$ cat src/rtl/rmii_tx_pkg.sv
package rmii_tx_pkg;
  localparam int BYTE_W_DEF   = 8;
  localparam int DIBIT_W_DEF  = 2;
  localparam int SLOW_HOLD_DEF = 10;

  typedef enum logic {
    RATE_FAST = 1'b0,
    RATE_SLOW = 1'b1
  } rate_e;
endpackage

$ cat src/rtl/rmii_tx_pacer.sv
module rmii_tx_pacer #(
  parameter int SLOW_HOLD = rmii_tx_pkg::SLOW_HOLD_DEF
) (
  input  logic clk,
  input  logic rst,
  input  logic run_i,
  input  logic slow_i,
  input  logic restart_i,
  output logic step_o
);
  localparam int CNT_W = (SLOW_HOLD > 1) ? $clog2(SLOW_HOLD) : 1;
  localparam logic [CNT_W-1:0] CNT_LAST = CNT_W'(SLOW_HOLD - 1);

  logic [CNT_W-1:0] hold_cnt;

  // A dibit slot ends on every cycle when fast, on the last hold cycle when slow
  assign step_o = run_i && (!slow_i || (hold_cnt == CNT_LAST));

  always_ff @(posedge clk) begin
    if (rst || !run_i || step_o || restart_i) begin
      hold_cnt <= '0;
    end else if (slow_i) begin
      hold_cnt <= hold_cnt + 1'b1;
    end
  end
endmodule

$ cat src/rtl/rmii_tx_shifter.sv
module rmii_tx_shifter #(
  parameter int BYTE_W  = rmii_tx_pkg::BYTE_W_DEF,
  parameter int DIBIT_W = rmii_tx_pkg::DIBIT_W_DEF
) (
  input  logic               clk,
  input  logic               rst,
  input  logic               load_i,
  input  logic [BYTE_W-1:0]  byte_i,
  input  logic               step_i,
  input  logic               clear_i,
  output logic [DIBIT_W-1:0] dibit_o,
  output logic               last_o
);
  localparam int SLOTS = BYTE_W / DIBIT_W;
  localparam int IDX_W = (SLOTS > 1) ? $clog2(SLOTS) : 1;
  localparam logic [IDX_W-1:0] IDX_LAST = IDX_W'(SLOTS - 1);

  logic [BYTE_W-1:0] shreg;
  logic [IDX_W-1:0]  idx;
  logic [DIBIT_W-1:0] dibit_q;

  assign dibit_o = dibit_q;
  assign last_o  = (idx == IDX_LAST);

  always_ff @(posedge clk) begin
    if (rst) begin
      shreg   <= '0;
      idx     <= '0;
      dibit_q <= '0;
    end else if (load_i) begin
      shreg   <= byte_i;
      idx     <= '0;
      dibit_q <= byte_i[DIBIT_W-1:0];
    end else if (step_i) begin
      shreg   <= shreg >> DIBIT_W;
      idx     <= idx + 1'b1;
      dibit_q <= shreg[2*DIBIT_W-1:DIBIT_W];
    end else if (clear_i) begin
      shreg   <= '0;
      idx     <= '0;
      dibit_q <= '0;
    end
  end
endmodule

$ cat src/rtl/rmii_tx_serializer.sv
module rmii_tx_serializer #(
  parameter int BYTE_W    = rmii_tx_pkg::BYTE_W_DEF,
  parameter int DIBIT_W   = rmii_tx_pkg::DIBIT_W_DEF,
  parameter int SLOW_HOLD = rmii_tx_pkg::SLOW_HOLD_DEF
) (
  input  logic               clk,
  input  logic               rst,
  input  logic               frame_active_i,
  input  logic               byte_valid_i,
  input  logic [BYTE_W-1:0]  byte_i,
  input  logic               speed_100_i,
  output logic               byte_ready_o,
  output logic               tx_en_o,
  output logic [DIBIT_W-1:0] txd_o
);
  import rmii_tx_pkg::*;

  logic  tx_en_q;
  rate_e rate_q;
  logic  slow_q;
  logic  step;
  logic  last_slot;
  logic  boundary;
  logic  accept;
  logic  shift_in_byte;
  logic  close_frame;

  assign slow_q        = (rate_q == RATE_SLOW);
  assign boundary      = step && last_slot;
  assign byte_ready_o  = !tx_en_q || boundary;
  assign accept        = byte_ready_o && byte_valid_i && frame_active_i;
  assign shift_in_byte = step && !last_slot;
  assign close_frame   = boundary && !accept;

  always_ff @(posedge clk) begin
    if (rst) begin
      tx_en_q <= 1'b0;
      rate_q  <= RATE_FAST;
    end else begin
      if (!tx_en_q) begin
        rate_q <= speed_100_i ? RATE_FAST : RATE_SLOW;
      end
      if (accept) begin
        tx_en_q <= 1'b1;
      end else if (boundary) begin
        tx_en_q <= 1'b0;
      end
    end
  end

  rmii_tx_pacer #(
    .SLOW_HOLD (SLOW_HOLD)
  ) u_pacer (
    .clk       (clk),
    .rst       (rst),
    .run_i     (tx_en_q),
    .slow_i    (slow_q),
    .restart_i (accept),
    .step_o    (step)
  );

  rmii_tx_shifter #(
    .BYTE_W  (BYTE_W),
    .DIBIT_W (DIBIT_W)
  ) u_shifter (
    .clk     (clk),
    .rst     (rst),
    .load_i  (accept),
    .byte_i  (byte_i),
    .step_i  (shift_in_byte),
    .clear_i (close_frame),
    .dibit_o (txd_o),
    .last_o  (last_slot)
  );

  assign tx_en_o = tx_en_q;
endmodule

$ cat config.mk
export PLATFORM = sky130hd
export DESIGN_NAME = rmii_tx_serializer
export DESIGN_NICKNAME = d
export VERILOG_FILES = /design/src/rtl/rmii_tx_pkg.sv /design/src/rtl/rmii_tx_pacer.sv /design/src/rtl/rmii_tx_shifter.sv /design/src/rtl/rmii_tx_serializer.sv
export SDC_FILE = /design/constraint.sdc
export NUM_CORES = 1
export LEC_CHECK = 0
export ABC_AREA = 1
export BUFFER_PORTS_ARGS = -buffer_cell sky130_fd_sc_hd__buf_2
export CORE_MARGIN = 10
export CORE_UTILIZATION = 35
export DETAILED_ROUTE_END_ITERATION = 10
export GPL_TIMING_DRIVEN = 0
export PLACE_DENSITY = 0.59
export SYNTH_ARGS = -nofsm -noshare
export SYNTH_HDL_FRONTEND = slang
export SYNTH_HIERARCHICAL = 1
export SYNTH_SLANG_ARGS = --single-unit
$ cat constraint.sdc
create_clock -name clk -period 1.5 [get_ports clk]
set_input_delay 0.3 -clock clk [delete_from_list [all_inputs] [get_ports clk]]
set_output_delay 0.3 -clock clk [all_outputs]
set_load 0.01 [all_outputs]
==> results of run 1 <==
cell usage after synthesis:
| cell | count |
|---|---|
| sky130_fd_sc_hd__dfxtp_1 | 16 |
| sky130_fd_sc_hd__a21boi_0 | 1 |
| sky130_fd_sc_hd__ha_1 | 3 |
| sky130_fd_sc_hd__o21ai_1 | 2 |
| sky130_fd_sc_hd__nor2_1 | 10 |
| sky130_fd_sc_hd__nand2_2 | 4 |
| sky130_fd_sc_hd__nand2_1 | 37 |
| sky130_fd_sc_hd__nand3_1 | 11 |
| sky130_fd_sc_hd__buf_6 | 2 |
| sky130_fd_sc_hd__a21oi_1 | 9 |
| sky130_fd_sc_hd__inv_4 | 1 |
| sky130_fd_sc_hd__nor2_8 | 1 |
| sky130_fd_sc_hd__buf_4 | 3 |
| sky130_fd_sc_hd__and2_1 | 1 |
| sky130_fd_sc_hd__inv_1 | 16 |
| sky130_fd_sc_hd__a21oi_2 | 2 |
| sky130_fd_sc_hd__buf_2 | 1 |
| sky130_fd_sc_hd__o21ai_0 | 2 |
| sky130_fd_sc_hd__a21boi_1 | 1 |
sequential cells by signal (all words and copies together) (netlist names):
signal,cells
u_shifter/shreg,8
u_pacer/hold_cnt,4
u_shifter/idx,2
rate_q,1
tx_en_o,1
routing by layer:
layer | vias to the layer above | track usage
li1 | 434 | -
met1 | 344 | 0.0841
met2 | 13 | 0.127
met3 | 6 | 0.0185
met4 | 0 | 0.0554
met5 | - | 0
kinds of logic (layout without fill, tap and decap cells):
kind of cell | count (synthesis) | count (layout)
buf+inv | 23 | 48
fa+ha+maj | 3 | 3
simple gates | 64 | 64
flops | 16 | 16
compound gates | 17 | 17
power by group:
group,switching (mW),internal (mW),leakage [nW]
logic,0.0753,0.0723,0.350
registers,0.0161,0.444,0.132
clock network,0.140,0.148,0.0210
total,0.232,0.664,0.503
worst paths after layout:
check	startpoint	endpoint	slack, ps	cells after the start
worst min-delay path	rst	tx_en_o	200	2
worst min register to register	u_shifter/idx[1]	u_shifter/idx[1]	470	2
worst max-delay path	u_pacer/hold_cnt[1]	byte_ready_o	-110	7
worst max register to register	u_pacer/hold_cnt[1]	u_shifter/shreg[5]	-110	12
worst max-delay path, delay by kind of cell (launching register included):
kind | cells | cell delay, ps
simple gates | 3 | 240
flops | 1 | 330
buf+inv | 2 | 150
fa+ha+maj | 1 | 130
compound gates | 1 | 170
per-stage QoR:
stage	instance area [sq um]	power, mW	hold WS (ps)	setup TNS (ps)	instances
2_1_floorplan	892	0.564	369	-217	123
3_3_place_gp	1010	0.604	450	-1530	167
3_5_place_dp	1010	0.607	457	-1650	167
4_1_cts	1110	0.909	193	-805	176
5_1_grt	1110	0.945	198	-2430	176
6_report	1110	0.895	204	-1010	176
repair_timing:
action	CTS	global route
endpoints found under the setup margin	11	15
buffers inserted	5	0
resized for setup	6	0
pin swaps	4	0
area by class of cell:
| class | instances | area (sq um) | area share |
|---|---|---|---|
| inverter | 17 | 66.3 | 0.0600 |
| sequential | 16 | 325 | 0.294 |
| buffer | 6 | 53.8 | 0.0486 |
| tap | 28 | 35.0 | 0.0317 |
| clock buffer | 4 | 36.3 | 0.0328 |
| timing repair buffer | 21 | 124 | 0.112 |
| multi-input combinational | 84 | 465 | 0.421 |
==> metrics, run 1 <==
status finished, violations left; violations in the final reports negative setup slack; cell types occupying the most area after synthesis sky130_fd_sc_hd__dfxtp_1 37%, sky130_fd_sc_hd__nand2_1 16%, sky130_fd_sc_hd__inv_1 7.0%; global-route wire length before repair a little over 3000 um; final setup slack of the worst path -111 ps; max frequency about 0.62 GHz; wire length reported by the detailed router ~1900 um; DRT iter0 DRCs 27; Clk Tree Root Cell sky130_fd_sc_hd__clkbuf_4; basic-gate share of the synthesized area counting and, or, nand and nor cells 0.331; final hold violations 0; Max Root-Sink Buffers 2; Max IR drop VDD 565 uV; multiplexer share of the synthesized area 0; RSZ-0062 raised after global routing true; count of endpoints failing setup in the final report 11; source-to-sink clock delay at the later pin of the worst-skew pair between 200 and 300 ps; Initial Util 0.375; Gate Count Post-Synth roughly 120; Top Metal Used met4; area share of the largest cell type after synthesis 0.375; Avg WL per Cell about 11 um; data arrival time of the critical path roughly 1300 ps; critical path's slowest cell sky130_fd_sc_hd__dfxtp_2; cells along the critical path inv_2, ha_4, nand3_4, a21boi_2, nand2_2, nand2_2, buf_6; path type of the worst min-delay path in -> reg; category of the critical setup timing path reg -> out; endpoint type of the worst setup path primary output; sequential fraction of the synthesis area 0.375; Pre-Repair DR Iteration Count 4; most area-hungry cell type in the Yosys netlist sky130_fd_sc_hd__dfxtp_1; Die Ht 69.4 um; slew of the pin with the lowest slew margin 425 ps; final core utilization 0.486; leading cell types in the layout, fill and taps excluded 35 x sky130_fd_sc_hd__nand2_1, 16 x sky130_fd_sc_hd__buf_2, 15 x sky130_fd_sc_hd__inv_1; number of max-cap violations 0; overall die width between 60 and 70 um; netlist area before placement about 850 sq um; average cell area after synthesis around 7 sq um; met1 layer wirelength in the final routing slightly above 800 um; P&R area growth vs syn 29.4%; Final ANT Viol Nets 0; detailed-route via count around 800; count of state elements after synthesis 16; detailed placement HPWL 1330 um; count of unique library cells instantiated by Yosys 19; count of fill cells added during filler insertion around 240; Post-CTS Hold Buffers 0; final slew viol count 0; xor-xnor portion of the synthesized cell area 0; time the final worst path needs with I/O delays and setup approximately 1600 ps; Routed met2 length about 950 um; Worst slew margin 0.716; routability-driven placement congestion ratio approximately 0.70; via count of the first global-routing pass 746; global-route usage over all layers 0.0773; maximum number of pins on one net before global-route repair 11; clk sink count 16; final period utilization 1.07; share of the synthesized area in compound gates (AO/OA/AOI/OAI) 0.114; level count of the clock H-tree 1; initial antenna violation count 0; routed length on met3 roughly 41 um; overall die area 0.00482 sq mm; slowest cell delay on critical path between 300 and 400 ps; # port buffers 16; critical path startpoint category flop; Synthesized Nets ~140; Placeable Area between 0.002 and 0.0025 sq mm; num ports 17; clock transition at the register clock pins on the worst setup and hold paths after CTS ~90 ps; required time at the endpoint of the critical path around 1200 ps; power per unit of standard cell area about 800 mW/mm^2; cell row count 17; proportion of layout cells with a drive suffix above 1 0.338; TritonCTS clock tree done; average vias per placed instance between 4 and 5; # nets final ~170; critical-path maximum fanout 3; Remaining DRCs 0; post-synthesis share of cell area spent on full adders, half adders and majority gates 0.0439; number of clock buffers inserted by TritonCTS 3; post-placement worst setup slack -187 ps; largest family of logic cells by synthesized area simple AND/OR/NAND/NOR gates; most common library cell in the layout ignoring fill and taps sky130_fd_sc_hd__nand2_1; leakage power of the design around 0.50 nW; Overflow after GRT 0; most prevalent standard cell on the critical path sky130_fd_sc_hd__nand2_2; total inserted antenna cells 0; Syn. warnings 6; Final Skew ~1.9 ps
Power figures use the tool's default switching activity.
==> run 2, diff against run 1 <==
--- a/config.mk
+++ b/config.mk
@@ -11,5 +11,4 @@
 export CORE_UTILIZATION = 35
 export DETAILED_ROUTE_END_ITERATION = 10
-export GPL_TIMING_DRIVEN = 0
 export PLACE_DENSITY = 0.59
 export SYNTH_ARGS = -nofsm -noshare
==> constraint.sdc (replaced) <==
create_clock -name clk -period 1.5 [get_ports clk]
set_input_delay 0.3 -clock clk [delete_from_list [all_inputs] [get_ports clk]]
set_output_delay 0.3 -clock clk [all_outputs]
set_load 0.02 [all_outputs]
==> metrics, run 2 (same netlist as run 1, synthesis figures left out) <==
# port buffers 16 (unchanged); critical path startpoint category flop; detailed-route via count 866 (+8.7%); Clk Tree Root Cell sky130_fd_sc_hd__clkbuf_4; Cell Area, Placed 0.00105 sq mm (+3.9%); met3 routing resource usage after global routing 0.0371 (+0.0185); TritonCTS clock tree done; Overflow after GRT 0 (unchanged); fraction of met1 tracks used by global routing 0.0951 (+0.0110); total inserted antenna cells 0 (unchanged); initial antenna violation count 0 (unchanged); number of clock buffers inserted by TritonCTS 3 (unchanged); global-route wire length before repair 3500 um (+12%); most common library cell in the layout ignoring fill and taps sky130_fd_sc_hd__nand2_1; cell row count 17 (unchanged); Die Ht 69.4 um (unchanged); Pre-Repair DR Iteration Count 4 (unchanged); status finished, violations left; final period utilization 1.14 (+0.0640); max frequency 0.586 GHz (-5.6%); Placeable Area 0.00228 sq mm (unchanged); violations in the final reports negative setup slack; clock transition at the register clock pins on the worst setup and hold paths after CTS 90 ps (about the same); critical path's slowest cell sky130_fd_sc_hd__dfxtp_2; detailed placement HPWL 1420 um (+6.7%); Final Total Pwr 0.869 mW (-2.9%); maximum number of pins on one net before global-route repair 15 (+4); Max IR drop VDD 634 uV (+12%); Post-CTS Hold Buffers 0 (unchanged); # nets final 179 (+8.5%); level count of the clock H-tree 1 (unchanged); clk sink count 16 (unchanged); sum of buffers and inverters on the critical path 3 (+1); Final ANT Viol Nets 0 (unchanged); count of fill cells added during filler insertion 201 (-15%); leakage power of the design 0.571 nW (+14%); Final Skew 3.31 ps (+1.37 ps); largest reg by FF count u_shifter/shreg; leading cell types in the layout, fill and taps excluded 34 x sky130_fd_sc_hd__nand2_1, 18 x sky130_fd_sc_hd__buf_4, 15 x sky130_fd_sc_hd__inv_1, 15 x sky130_fd_sc_hd__buf_2, 13 x sky130_fd_sc_hd__dfxtp_1; required time at the endpoint of the critical path 1200 ps (about the same); registers with the most flip-flops u_shifter/shreg x8, u_pacer/hold_cnt x4, u_shifter/idx x2; proportion of layout cells with a drive suffix above 1 0.453 (+0.116); slew of the pin with the lowest slew margin 298 ps (-128 ps); overall die width 69.4 um (unchanged); Avg WL per Cell 11.5 um (+7.9%); Initial Util 0.375 (unchanged); Largest register FFs 8 (unchanged); via count of the first global-routing pass 789 (+5.8%); final cell area excluding filler cells 0.00127 sq mm (+15%); time the final worst path needs with I/O delays and setup 1710 ps (+96.0 ps); Remaining DRCs 0 (unchanged); most prevalent standard cell on the critical path sky130_fd_sc_hd__buf_6; average vias per placed instance 4.58 (+1.2%); number of max-cap violations 0 (unchanged); overall die area 0.00482 sq mm (unchanged); Max Root-Sink Buffers 2 (unchanged); category of the critical setup timing path reg -> out; endpoint type of the worst setup path primary output; cell family with the largest share of critical-path delay flip-flops; setup TNS after final layout -1890 ps (-878 ps); cells along the critical path inv_2, ha_4, nand3_4, a21boi_2, nand2_2, buf_6, nand2_4, buf_6; DRT iter0 DRCs 54 (+100%); path type of the worst min-delay path in -> reg; data arrival time of the critical path 1410 ps (+100 ps); wire length reported by the detailed router 2170 um (+16%); count of endpoints failing setup in the final report 15 (+4); global-route usage over all layers 0.0844 (+0.00711); final setup slack of the worst path -207 ps (-96.0 ps); slowest cell delay on critical path 330 ps (about the same); RSZ-0062 raised after global routing true; final slew viol count 0 (unchanged); busiest grt layer met2; M2 GR Usage 0.141 (+0.0141); num ports 17 (unchanged); routability-driven placement congestion ratio 0.671 (-3.5%); P&R area growth vs syn 48.8%; power per unit of standard cell area 684 mW/mm^2 (-16%); final hold violations 0 (unchanged); critical-path maximum fanout 2 (-1); Worst slew margin 0.802 (+0.0852); source-to-sink clock delay at the later pin of the worst-skew pair 280 ps (about the same)
-- run 2: cell types whose count changed in the layout (fill, tap and decap cells not counted), sizes merged --
| cell | delta |
|---|---|
| buf | +13 |
| clkbuf | -1 |
| nor2 | +1 |
-- run 2: timing repair --
action	in CTS	in global routing
gates resized for setup	6	18
pin swaps	3	10
buffers inserted	9	5
cloned	0	1
endpoints found under the setup margin	15	15
-- run 2: cell type report --
cell class / instances / area [sq um] / share of cell area
Multi-Input combinational cell: 85 / 520 / 0.409
Sequential cell: 16 / 324 / 0.255
Timing Repair Buffer: 40 / 298 / 0.234
Inverter: 17 / 71.3 / 0.0561
Tap cell: 28 / 35.0 / 0.0276
Clock buffer: 3 / 22.5 / 0.0177
-- run 2: worst paths after layout --
path	slack, ps	depth (start not counted)	from	to
hold / removal	260	3	byte_i[6]	u_shifter/shreg[6]
setup / recovery	-210	8	u_pacer/hold_cnt[1]	byte_ready_o
setup reg to reg	-180	12	u_pacer/hold_cnt[1]	u_shifter/shreg[1]
hold reg to reg	470	2	u_shifter/idx[1]	u_shifter/idx[1]
-- run 2: per-stage QoR --
| stage | worst slack, ps | hold WS, ps | utilization | std cells |
|---|---|---|---|---|
| final | -207 | 262 | 0.559 | 189 |
| after detailed placement | -66.5 | 462 | 0.460 | 171 |
| after global placement | -5.03 | 449 | 0.460 | 171 |
| after CTS | -188 | 250 | 0.509 | 183 |
| after global routing | -317 | 244 | 0.559 | 189 |
| after floorplan | -30.7 | 362 | - | 123 |
-- run 2: metal layers --
layer	part of all wire	up-vias
li1	-	457
met1	0.40	390
met2	0.53	15
met3	0.051	4
met4	0.017	0
met5	0	-
-- run 2: worst register-to-register path, delay by kind of cell (launching register included) --
kind            cells  cell delay (ps)
compound gates      3              390
fa+ha+maj           1              130
buf+inv             4              450
flops               1              330
simple gates        4              280
-- run 2: where the power goes --
part | switching [mW] | internal [mW]
combinational | 0.100 | 0.0878
sequential | 0.0120 | 0.446
clock | 0.130 | 0.0932
